[config.mk]
export PLATFORM = sky130hd
export DESIGN_NAME = twin_pred_mover
export DESIGN_NICKNAME = d
export VERILOG_FILES = /design/src/rtl/tpm_pkg.sv /design/src/rtl/tpm_next_set.sv /design/src/rtl/tpm_walker.sv /design/src/rtl/twin_pred_mover.sv
export SDC_FILE = /design/constraint.sdc
export NUM_CORES = 1
export LEC_CHECK = 0
export BUFFER_PORTS_ARGS = -buffer_cell sky130_fd_sc_hd__buf_2
export CAP_MARGIN = 20
export CORE_UTILIZATION = 60
export CTS_CLUSTER_SIZE = 40
export DETAILED_ROUTE_END_ITERATION = 12
export GPL_ROUTABILITY_DRIVEN = 0
export GPL_TIMING_DRIVEN = 1
export PLACE_DENSITY = 0.8
export SYNTH_ARGS = -nofsm -noshare
export SYNTH_HDL_FRONTEND = slang
export SYNTH_SLANG_ARGS = --single-unit
[constraint.sdc]
create_clock -name clk -period 13 [get_ports clk]
set_clock_uncertainty 0.1 [all_clocks]
set_input_delay 0 -clock clk [delete_from_list [all_inputs] [get_ports clk]]
set_output_delay 0 -clock clk [all_outputs]
set_load 0.005 [all_outputs]
[src/rtl/tpm_pkg.sv]
package tpm_pkg;

    typedef enum logic [1:0] {
        ST_IDLE   = 2'd0,
        ST_WALK   = 2'd1,
        ST_FINISH = 2'd2
    } tpm_state_e;

endpackage

[src/rtl/tpm_next_set.sv]
// Priority search: lowest set mask bit at or above 'from' and below 'limit'.
// Returns 'limit' when no such bit exists.
module tpm_next_set #(
    parameter int VLMAX = 16,
    parameter int IW    = $clog2(VLMAX + 1)
) (
    input  logic [VLMAX-1:0] mask,
    input  logic [IW-1:0]    from,
    input  logic [IW-1:0]    limit,
    output logic [IW-1:0]    pos
);

    always_comb begin
        pos = limit;
        for (int k = VLMAX - 1; k >= 0; k--) begin
            if (mask[k] && (IW'(k) >= from) && (IW'(k) < limit)) begin
                pos = IW'(k);
            end
        end
    end

endmodule

[src/rtl/tpm_walker.sv]
// One cursor of the twin walk: holds its position, mask and vector flag,
// and presents the next usable position each cycle.
module tpm_walker #(
    parameter int VLMAX = 16,
    parameter int IW    = $clog2(VLMAX + 1)
) (
    input  logic             clk,
    input  logic             rst_n,
    input  logic             load,
    input  logic             vec_in,
    input  logic [VLMAX-1:0] mask_in,
    input  logic             step,
    input  logic [IW-1:0]    limit,
    output logic [IW-1:0]    cand,
    output logic             in_range
);

    logic [IW-1:0]    idx_q;
    logic [VLMAX-1:0] mask_q;
    logic             vec_q;
    logic [IW-1:0]    found;

    tpm_next_set #(.VLMAX(VLMAX), .IW(IW)) u_search (
        .mask  (mask_q),
        .from  (idx_q),
        .limit (limit),
        .pos   (found)
    );

    always_comb begin
        cand     = vec_q ? found : idx_q;
        in_range = (cand < limit);
    end

    always_ff @(posedge clk or negedge rst_n) begin
        if (!rst_n) begin
            idx_q  <= '0;
            mask_q <= '0;
            vec_q  <= 1'b0;
        end else if (load) begin
            idx_q  <= '0;
            mask_q <= mask_in;
            vec_q  <= vec_in;
        end else if (step && vec_q) begin
            idx_q  <= cand + IW'(1);
        end
    end

    // A vector cursor only offers positions whose mask bit is set
    assert_cand_enabled_R3: assert property (@(posedge clk) disable iff (!rst_n)
        (in_range && vec_q && !load) |-> mask_q[cand]);

    // A vector cursor strictly advances after a copy
    assert_cursor_advances_R4: assert property (@(posedge clk) disable iff (!rst_n)
        (step && vec_q && !load) |=> (idx_q > $past(idx_q)));

    // A scalar cursor never moves
    assert_scalar_still_R5: assert property (@(posedge clk) disable iff (!rst_n)
        (!vec_q && !load) |=> (idx_q == $past(idx_q)));

endmodule

[src/rtl/twin_pred_mover.sv]
module twin_pred_mover #(
    parameter int VLMAX = 16,
    parameter int RW    = 5,
    localparam int IW   = $clog2(VLMAX + 1)
) (
    input  logic             clk,
    input  logic             rst_n,
    input  logic             start,
    input  logic             src_vec,
    input  logic             dst_vec,
    input  logic [RW-1:0]    src_base,
    input  logic [RW-1:0]    dst_base,
    input  logic [VLMAX-1:0] src_pred,
    input  logic [VLMAX-1:0] dst_pred,
    input  logic [IW-1:0]    vl,
    output logic             busy,
    output logic             copy_valid,
    output logic [RW-1:0]    copy_src,
    output logic [RW-1:0]    copy_dst,
    output logic             done
);
    import tpm_pkg::*;

    tpm_state_e    state_q, state_d;
    logic [IW-1:0] vl_q, vl_eff;
    logic [RW-1:0] sb_q, db_q;
    logic          sv_q, dv_q;
    logic          launch;
    logic [IW-1:0] s_cand, d_cand;
    logic          s_ok, d_ok;
    logic          pair_ok;

    assign launch  = (state_q == ST_IDLE) && start;
    assign vl_eff  = (vl > IW'(VLMAX)) ? IW'(VLMAX) : vl;
    assign pair_ok = s_ok && d_ok;

    tpm_walker #(.VLMAX(VLMAX), .IW(IW)) u_src_walk (
        .clk      (clk),
        .rst_n    (rst_n),
        .load     (launch),
        .vec_in   (src_vec),
        .mask_in  (src_pred),
        .step     (copy_valid),
        .limit    (vl_q),
        .cand     (s_cand),
        .in_range (s_ok)
    );

    tpm_walker #(.VLMAX(VLMAX), .IW(IW)) u_dst_walk (
        .clk      (clk),
        .rst_n    (rst_n),
        .load     (launch),
        .vec_in   (dst_vec),
        .mask_in  (dst_pred),
        .step     (copy_valid),
        .limit    (vl_q),
        .cand     (d_cand),
        .in_range (d_ok)
    );

    // Operand capture
    always_ff @(posedge clk or negedge rst_n) begin
        if (!rst_n) begin
            vl_q <= '0;
            sb_q <= '0;
            db_q <= '0;
            sv_q <= 1'b0;
            dv_q <= 1'b0;
        end else if (launch) begin
            vl_q <= vl_eff;
            sb_q <= src_base;
            db_q <= dst_base;
            sv_q <= src_vec;
            dv_q <= dst_vec;
        end
    end

    // State register
    always_ff @(posedge clk or negedge rst_n) begin
        if (!rst_n) state_q <= ST_IDLE;
        else        state_q <= state_d;
    end

    // Next state
    always_comb begin
        state_d = state_q;
        unique case (state_q)
            ST_IDLE:   if (start) state_d = ST_WALK;
            ST_WALK: begin
                if (!pair_ok)             state_d = ST_FINISH; // exhaust
                else if (!sv_q && !dv_q)  state_d = ST_FINISH; // single
            end
            ST_FINISH: state_d = ST_IDLE;
            default:   state_d = ST_IDLE;
        endcase
    end

    // Outputs
    always_comb begin
        busy       = 1'b0;
        copy_valid = 1'b0;
        done       = 1'b0;
        copy_src   = sb_q + RW'(s_cand);
        copy_dst   = db_q + RW'(d_cand);
        unique case (state_q)
            ST_IDLE:   ;
            ST_WALK: begin
                busy       = 1'b1;
                copy_valid = pair_ok;
            end
            ST_FINISH: begin
                busy = 1'b1;
                done = 1'b1;
            end
            default:   ;
        endcase
    end

    assert_copy_only_busy_R2: assert property (@(posedge clk) disable iff (!rst_n)
        copy_valid |-> busy);

    assert_done_pulse_R7: assert property (@(posedge clk) disable iff (!rst_n)
        done |=> (!done && !busy));

    assert_copy_in_range_R7: assert property (@(posedge clk) disable iff (!rst_n)
        copy_valid |-> ((s_cand < vl_q) && (d_cand < vl_q)));

    assert_single_scalar_R6: assert property (@(posedge clk) disable iff (!rst_n)
        (copy_valid && !sv_q && !dv_q) |=> (!copy_valid && done));

    assert_vl_capped_R9: assert property (@(posedge clk) disable iff (!rst_n)
        busy |-> (vl_q <= IW'(VLMAX)));

    assert_hold_operands_R11: assert property (@(posedge clk) disable iff (!rst_n)
        (state_q != ST_IDLE) |=> ($stable(sb_q) && $stable(db_q) && $stable(vl_q)));

endmodule

# After elaboration in Yosys (flattened, before gate mapping)
# Index checks and enable logic that the tools add are counted.
# W data, S select, Z words.
[classes]
n_reduce_logical = 76
magnitude_cmp = 51
addsub = 4
muxes = 46
n_eq_ne = 4
[op_table]
columns = ["op", "n"]
rows = [
  ["$mux W5", 39],
  ["$ge A4 B5 Y1 const A", 16],
  ["$logic_and A1 B1 Y1", 69],
  ["$ge A3 B5 Y1 const A", 8],
  ["$lt A4 B5 Y1 const A", 8],
  ["$ge A1 B5 Y1 const A", 4],
  ["$ge A2 B5 Y1 const A", 4],
  ["$lt A3 B5 Y1 const A", 4],
  ["$add A5 B1 Y5 const B", 2],
  ["$add A5 B5 Y5", 2],
  ["$lt A1 B5 Y1 const A", 2],
  ["$lt A2 B5 Y1 const A", 2],
  ["$lt A5 B5 Y1", 2],
  ["$mux W2", 3],
  ["$gt A5 B5 Y1 const B", 1],
  ["$pmux W2 S2", 1],
  ["$reduce_bool A2 Y1", 2],
  ["$mux W1", 3],
  ["$ne A3 B3 Y1 const B", 1],
  ["$eq A2 B1 Y1 const B", 1],
  ["$eq A2 B2 Y1 const B", 1],
  ["$logic_not A1 Y1", 2],
  ["$logic_not A2 Y1", 1],
  ["$ne A2 B2 Y1 const B", 1],
  ["other kinds (2)", 2],
]
[word_totals]
input_bits = 52
regBits = 61
word_cells = 191
output_inout_bits = 13

# Depth between registers and ports, before layout
# Gate-level depths: netlist (run 1).
[logic_depth]
word_depth = 26
depth_mapped = 17
mapped_depth_nobuf = 15

# Cells and area by module
# A second synthesis (run 1) with hierarchy kept.
[hier_totals]
cells_unflattened = 460
hier_area_um2 = 4678.2
[by_module_without_submodules]
columns = ["mod", "seq_area_each_um2", "area_each_um2", "n_inst", "cells_each"]
rows = [
  ["tpm_walker", 550.5, 1098.6, 2, 83],
  ["tpm_next_set", 0.0, 664.4, 2, 99],
  ["twin_pred_mover", 475.5, 1152.4, 1, 96],
]

# Worst setup path before layout (run 1)
# No wires, ideal clock.
[synth_timing]
path_type = "register to register"
from = "reg vl_q[4]"
to = "reg u_dst_walk.idx_q[3]"
path_slack_ps = 8916
path_buffers = 1
setup_ps = 78
stages_incl_launch_ff = 17
synth_period_minus_slack_ps = 4084
t_arrival_ps = 3906
required_time_ps = 12822
cell_sequence = "dfrtp_1 > buf_6 > or4_1 > nand4_1 > o21ai_0 > nor4b_2 > nand3_1 > a21oi_2 > ha_1 > and3_1 > a31oi_1 > nand4_1 > nor2_1 > inv_1 > or3_1 > or4_1 > a21oi_1"
[synth_via]
elab_chain_cells = 24
word_cells_on_any_way = 91
[synth_rtl]
columns = ["item", "line_no", "rtl"]
rows = [
  ["from (decl)", "twin_pred_mover.sv:25", "logic [IW-1:0] vl_q, vl_eff;"],
  ["from (signal assigned)", "twin_pred_mover.sv:70", "vl_q <= vl_eff;"],
  ["$lt A4 B5 Y1", "tpm_next_set.sv:16", "if (mask[k] && (IW'(k) >= from) && (IW'(k) < limit)) begin"],
  ["$logic_and A1 B1 Y1", "tpm_next_set.sv:16", ""],
  ["$mux W5 (16 in series)", "tpm_next_set.sv:16", ""],
  ["$mux W5", "tpm_walker.sv:31", "cand = vec_q ? found : idx_q;"],
  ["$lt A5 B5 Y1", "tpm_walker.sv:32", "in_range = (cand < limit);"],
  ["$logic_and A1 B1 Y1", "twin_pred_mover.sv:35", "assign pair_ok = s_ok && d_ok;"],
  ["$mux W1", "twin_pred_mover.sv:105", "unique case (state_q)"],
  ["$logic_and A1 B1 Y1", "tpm_walker.sv:44", "end else if (step && vec_q) begin"],
  ["$reduce_bool A2 Y1 (no line)", "-", ""],
  ["to (signal assigned)", "tpm_walker.sv:45", "idx_q <= cand + IW'(1);"],
  ["to (decl)", "tpm_walker.sv:18", "logic [IW-1:0] idx_q;"],
]
# Several ways; a longest one is shown, not always the timed one. The select of a mux whose other input is x is not followed.
# A chain may end at the register's enable or synchronous reset.

# Worst setup path after layout (run 1)
# Ends and elaborated chain as after synthesis.

==> impl_metrics.json, run 1 <==
{
  "status": "complete, no violations",
  "peakVddDrop_mv": 0.149,
  "min_period_over_period_pct": 36.9,
  "drv_slew": 0,
  "ant_nets": 0,
  "synthArstFlopShare_pct": 100,
  "max_stage_delay_ns": 0.68,
  "grt_max_degree": 65,
  "dp_hpwl_um": 9010,
  "setup_tns_ns": 0,
  "worstPathArrival_ns": 4.98,
  "cp_top_family": "simple AND/OR/NAND/NOR gates",
  "required_ns": 13.19,
  "cts_tree": "yes",
  "routed_via_density": 6.33,
  "worstMarginPinSlew_ns": 0.812,
  "clock_path_buffers": 2,
  "boundaryPins": 65,
  "antenna_found_initial": 0,
  "cts_htree_levels": 3,
  "crit_buf_inv": 1,
  "p_per_area_mw_per_mm2": 290,
  "fmax_ghz": 0.209,
  "ctsRootBufferMaster": "clkbuf_8",
  "hold_violations": 0,
  "worstSetupPathType": "register to register",
  "track_usage_pct": 35.4,
  "clock_latency_ns": 0.37,
  "first_global_vias": 4750,
  "core_area_sq_mm": 0.00737,
  "rsz0062_at_grt": "false",
  "rows": 31,
  "drtIter0Drc": 600,
  "overflow": 0,
  "fin_ws_ns": 8.21,
  "cp-start-kind": "register",
  "dp_slack_ns": 8.31,
  "slew_headroom_pct": 45.8,
  "hold_class": "input port to async pin",
  "synth_cells": 555,
  "crit_fanout": 27,
  "ys.flop_type": "dfrtp_1",
  "fin_nets": 727,
  "yosysSeqAreaShare_pct": 33.0,
  "crit_path_end_kind": "register",
  "drc": 0,
  "p_leak_nw": 2.67,
  "yosysWarningCount": 0,
  "period_needed_ns": 4.79,
  "die_height_um": 89.9,
  "synth_fp_nets": 631,
  "num_vias": 4778,
  "dieArea_sq_mm": 0.00807,
  "cts.sinks": 61,
  "portBuffers": 64,
  "nFillCells": 556,
  "power.total_mw": 1.64,
  "wire_per_inst_um": 18.1,
  "wl_um": 13600,
  "synth-edff-count": 0,
  "worstPathCellList": "or4_1, nand4_1, o21ai_0, nor4b_2, nand3_1, a21oi_2, ha_1, and3_1, a31oi_1, nand4_1, nor2_1, inv_1, or3_1, or4_1, a21oi_1",
  "die_width_um": 89.9,
  "cap_violations": 0,
  "syn_area_sq_mm": 0.00463,
  "syn_avg_cell_area_sq_um": 8.34,
  "grt_pass1_wl_um": 22800,
  "drtPass1Iterations": 8,
  "clk_pin_slew_ns": 0.09,
  "setup_viol": 0,
  "hold_ws_ns": 0.222,
  "ys_ff_latch": 61,
  "antenna_cells": 0,
  "yosysUniqueCellTypes": 88,
  "syn2layout_area_growth_pct": 22.1,
  "cts_buffers": 9,
  "slowest_stage": "dfrtp_1",
  "start_util_pct": 62.8,
  "drive_above_1_share_pct": 17.2
}
## per-stage QoR
step	utilization, %	cell area, sq um	std cells
after floorplan	-	4630	555
after global placement	66.6	4910	685
after detailed placement	66.6	4910	685
after CTS	76.7	5650	755
after global routing	76.7	5650	755
final	76.7	5650	755
## metal layers
layer  GRT usage, %  share of wire, %
met3           8.04                10
met4           18.3               4.7
met1           46.1                41
met5              0                 0
met2           55.1                44
## worst min-delay path: stages
cell           delay (ns)
dlygate4sd3_1        0.52
buf_2                0.09
buf_4                0.59
## power breakdown
group,total [mW],switching [mW],internal (mW)
Combinational,1.05,0.622,0.432
Sequential,0.404,0.132,0.272
Clock,0.182,0.0907,0.0911
## layout make-up
cell class	instances	area, sq um	share of cell area [%]
Clock buffer	9	124	2.19
Clock inverter	7	81.3	1.44
Inverter	30	113	1.99
Multi-Input combinational cell	428	2800	49.6
Sequential cell	61	1530	27.0
Tap cell	99	124	2.19
Timing Repair Buffer	121	883	15.6
## cells in the mapped netlist (5+ instances only)
| cell type | n | share of area (%) |
|---|---|---|
| nor3_1 | 8 | 0.86 |
| o31ai_1 | 5 | 0.81 |
| nor2b_1 | 8 | 1.1 |
| ha_1 | 22 | 5.9 |
| clkbuf_1 | 17 | 1.4 |
| xnor2_1 | 6 | 1.1 |
| buf_2 | 9 | 0.97 |
| dfrtp_1 | 61 | 33 |
| inv_1 | 30 | 2.4 |
| nor2_1 | 18 | 1.5 |
| xor2_1 | 6 | 1.1 |
| nand4_1 | 12 | 1.6 |
| a21o_1 | 7 | 1.1 |
| o211ai_1 | 7 | 1.1 |
| and2_1 | 5 | 0.68 |
| or3_1 | 5 | 0.68 |
| a21oi_1 | 23 | 2.5 |
| and4_1 | 5 | 0.95 |
| nand3b_1 | 5 | 0.81 |
| nand2_1 | 134 | 11 |
| o21ai_0 | 26 | 2.8 |
| nand3_1 | 14 | 1.5 |
| nand2b_1 | 6 | 0.81 |
## path summary, 6_finish.rpt
check / start / endpoint / slack [ns] / cells after the start
min in group clk: src_pred[5] / u_src_walk.mask_q[5] / 0.26 / 4
max in group asynchronous: rst_n / u_src_walk.mask_q[10] / 12.07 / 3
max: vl_q[4] / u_dst_walk.idx_q[3] / 8.21 / 15
min: rst_n / vl_q[4] / 0.22 / 3
min reg2reg: u_dst_walk.mask_q[12] / u_dst_walk.mask_q[12] / 0.37 / 2
max reg2reg: vl_q[4] / u_dst_walk.idx_q[3] / 8.21 / 15
## sequential cells by signal, summed over array words and instances, names as in the netlist
name and flops:
sb_q 5, state_q 2, u_dst_walk.vec_q 1, u_src_walk.mask_q 16, vl_q 5, db_q 5
u_dst_walk.idx_q 5, u_src_walk.idx_q 5, u_src_walk.vec_q 1, u_dst_walk.mask_q 16
## cells by family after synthesis
group	count (synthesis)	synth area share, %
XOR/XNOR	12	2.27
multiplexers	2	0.486
flip-flops	61	33.0
AND/OR/NAND/NOR	251	27.2
buffers and inverters	66	6.57
adder cells (fa/ha/maj)	24	6.81
AO/OA/AOI/OAI	139	23.8
## layout by cell type, fill, tap and decap left out, drive strengths merged, types with 4 or more instances in the layout
cell type and instances:
ha 22, inv 33, nand2 134, buf 67
dlygate4sd3 54, o21ai 30, o31ai 6, a31oi 4
o221ai 5, nor2b 8, or3 6, and4 5
nor4 5, a21o 7, nor2 18, xnor2 6
nor3 9, or4 5, o211ai 7, a211oi 4
nand4 12, nand3 15, a21oi 26, nand3b 5
o21a 4, xor2 6, clkbuf 9, a22oi 5
and2 5, nor3b 4, nand2b 6, dfrtp 61
## what timing repair did
action                                 CTS  global route
buffers inserted                         0             0
hold buffers                            54             0
resized for setup                        0             0
endpoints found under the hold margin  112             0
No activity file was read; power rests on OpenSTA's default activity.
==> run 2, diff against run 1 <==
CORE_UTILIZATION = 53   (was 60)
PLACE_DENSITY = 0.75   (was 0.8)
clock period = 3.9 ns   (was 13 ns; I/O delays follow)
==> run 2 against run 1 <==
The flow now finishes with violations (setup timing). Total power grew to 4.3 times the previous value. Hold slack lost 0.061 ns. Non-clock buffer count grew 80. Fmax grew 10%. Sequential cell count is the same. Utilization grew 3.1 points. Largest power group unchanged.
==> impl_metrics.json, run 2 (synthesis gave the netlist of run 1 again) <==
{
  "cap_violations": 0,
  "fmax_ghz": 0.230,
  "die_height_um": 95.5,
  "rsz0062_at_grt": "true",
  "wire_per_inst_um": 19.7,
  "hold_violations": 0,
  "start_util_pct": 55.5,
  "num_vias": 5288,
  "overflow": 0,
  "rows": 33,
  "drv_slew": 0,
  "peakVddDrop_mv": 0.608,
  "worstHoldStart": "start",
  "violations": "setup timing",
  "drive_above_1_share_pct": 34.0,
  "clock_path_buffers": 2,
  "drtPass1Iterations": 6,
  "final_common_cell": "nand2_1",
  "r2r_end": "u_dst_walk.idx_q[3]",
  "final_cell_mix": "nand2_1, buf_4, buf_2",
  "reg_top3": "u_dst_walk.mask_q (16), u_src_walk.mask_q (16)",
  "status": "finished with violations",
  "dp_hpwl_um": 9940,
  "core_area_sq_mm": 0.00834,
  "cts_tree": "yes",
  "hold_ws_ns": 0.161,
  "cts.sinks": 61,
  "ant_nets": 0,
  "grt_max_degree": 62,
  "boundaryPins": 65,
  "track_usage_pct": 32.7,
  "crit_path_end_kind": "register",
  "fin_ws_ns": -0.445,
  "worstSetupPathType": "register to register",
  "setup_viol": 15,
  "timing.rr.start": "vl_q[1]",
  "hold_class": "input port to register",
  "slew_headroom_pct": 47.3,
  "min_period_over_period_pct": 111,
  "hold_end": "u_dst_walk.mask_q[12]",
  "p_leak_nw": 3.13,
  "cts_htree_levels": 3,
  "worstMarginPinSlew_ns": 0.790,
  "die_width_um": 95.5,
  "wl_um": 16600,
  "clock_latency_ns": 0.37,
  "portBuffers": 64,
  "first_global_vias": 4693,
  "grt_pass1_wl_um": 22500,
  "syn2layout_area_growth_pct": 43.8,
  "fin_util_pct": 79.9,
  "drc": 0,
  "reg2reg_depth": 16,
  "r2r_setup_slack_ns": -0.45,
  "min_path_cells": 4,
  "period_needed_ns": 4.35,
  "required_ns": 4.09,
  "antenna_found_initial": 0,
  "p_per_area_mw_per_mm2": 1070,
  "drtIter0Drc": 518,
  "worstPathArrival_ns": 4.53,
  "clk_pin_slew_ns": 0.08,
  "nFillCells": 496,
  "fin_nets": 807,
  "crit_fanout": 6,
  "routed_via_density": 6.29,
  "dieArea_sq_mm": 0.00911,
  "antenna_cells": 0,
  "cts_buffers": 9,
  "cp-start-kind": "register",
  "ctsRootBufferMaster": "clkbuf_8"
}
==> run 2: metal layers <==
layer	vias up	track usage, %	routed length [um]
met5	-	0	0
met4	0	11.3	1070
met3	128	7.34	1620
met2	365	53.3	7460
met1	2447	42.6	6410
li1	2348	-	-
==> run 2: stage by stage <==
| stage | instances | setup slack [ns] | cell area, sq um | TNS [ns] | total power, mW |
|---|---|---|---|---|---|
| after global placement | 754 | -0.0208 | 5420 | -0.0208 | 5.16 |
| after global routing | 841 | -0.563 | 6660 | -6.15 | 7.49 |
| after detailed placement | 754 | -0.154 | 5420 | -0.641 | 5.30 |
| after CTS | 832 | -0.0576 | 6330 | -0.0576 | 6.24 |
| final | 841 | -0.445 | 6660 | -4.01 | 7.13 |
| after floorplan | 555 | -0.0446 | 4660 | -0.0446 | 3.85 |
==> run 2: timing repair <==
item                       CTS  global route
setup buffers                8             9
hold buffers                54             0
setup endpoints to repair   15            15
pin swaps                   11            36
resized for setup           20            58
hold endpoints to repair   112             0
==> run 2: cell type report <==
cell class              instances  area (sq um)  share of cell area [%]
multi-input cells             428          3170                    47.6
clock buffers                  10           128                    1.92
clock inverters                 6          87.6                    1.32
inverters                      30           113                    1.69
flip-flops and latches         61          1530                    23.0
repair buffers                201          1500                    22.6
well taps                     105           131                    1.97
==> run 2: worst max-delay path by stage <==
stage,cells past startpoint,startpoint,end,slack [ns]
6_report,16,vl_q[1],u_dst_walk.idx_q[3],-0.45
5_1_grt,16,vl_q[1],u_dst_walk.idx_q[3],-0.56
4_1_cts,16,vl_q[1],u_dst_walk.idx_q[3],-0.06
3_5_place_dp,15,vl_q[2],u_dst_walk.idx_q[3],-0.15
3_3_place_gp,14,vl_q[4],u_dst_walk.idx_q[3],-0.02
2_1_floorplan,16,vl_q[4],u_dst_walk.idx_q[3],-0.04
==> run 2: worst max-delay path, cell delays in order (launching register included) <==
cell and delay (ns):
dfrtp_2 0.47, buf_6 0.16, a2111oi_4 0.55, a2bb2oi_2 0.23, o221a_1 0.23, and4_1 0.25
nand3_2 0.12, a21oi_4 0.19, ha_4 0.23, and3_4 0.16, a31oi_4 0.18, nand4_1 0.14
nor2_1 0.17, inv_1 0.08, or3_4 0.33, or4_1 0.51, a21oi_1 0.15
==> run 2: report_power, final <==
part	switching [mW]	internal [mW]
Sequential	0.340	0.915
Clock	0.283	0.360
Combinational	2.86	2.37
Total	3.48	3.65
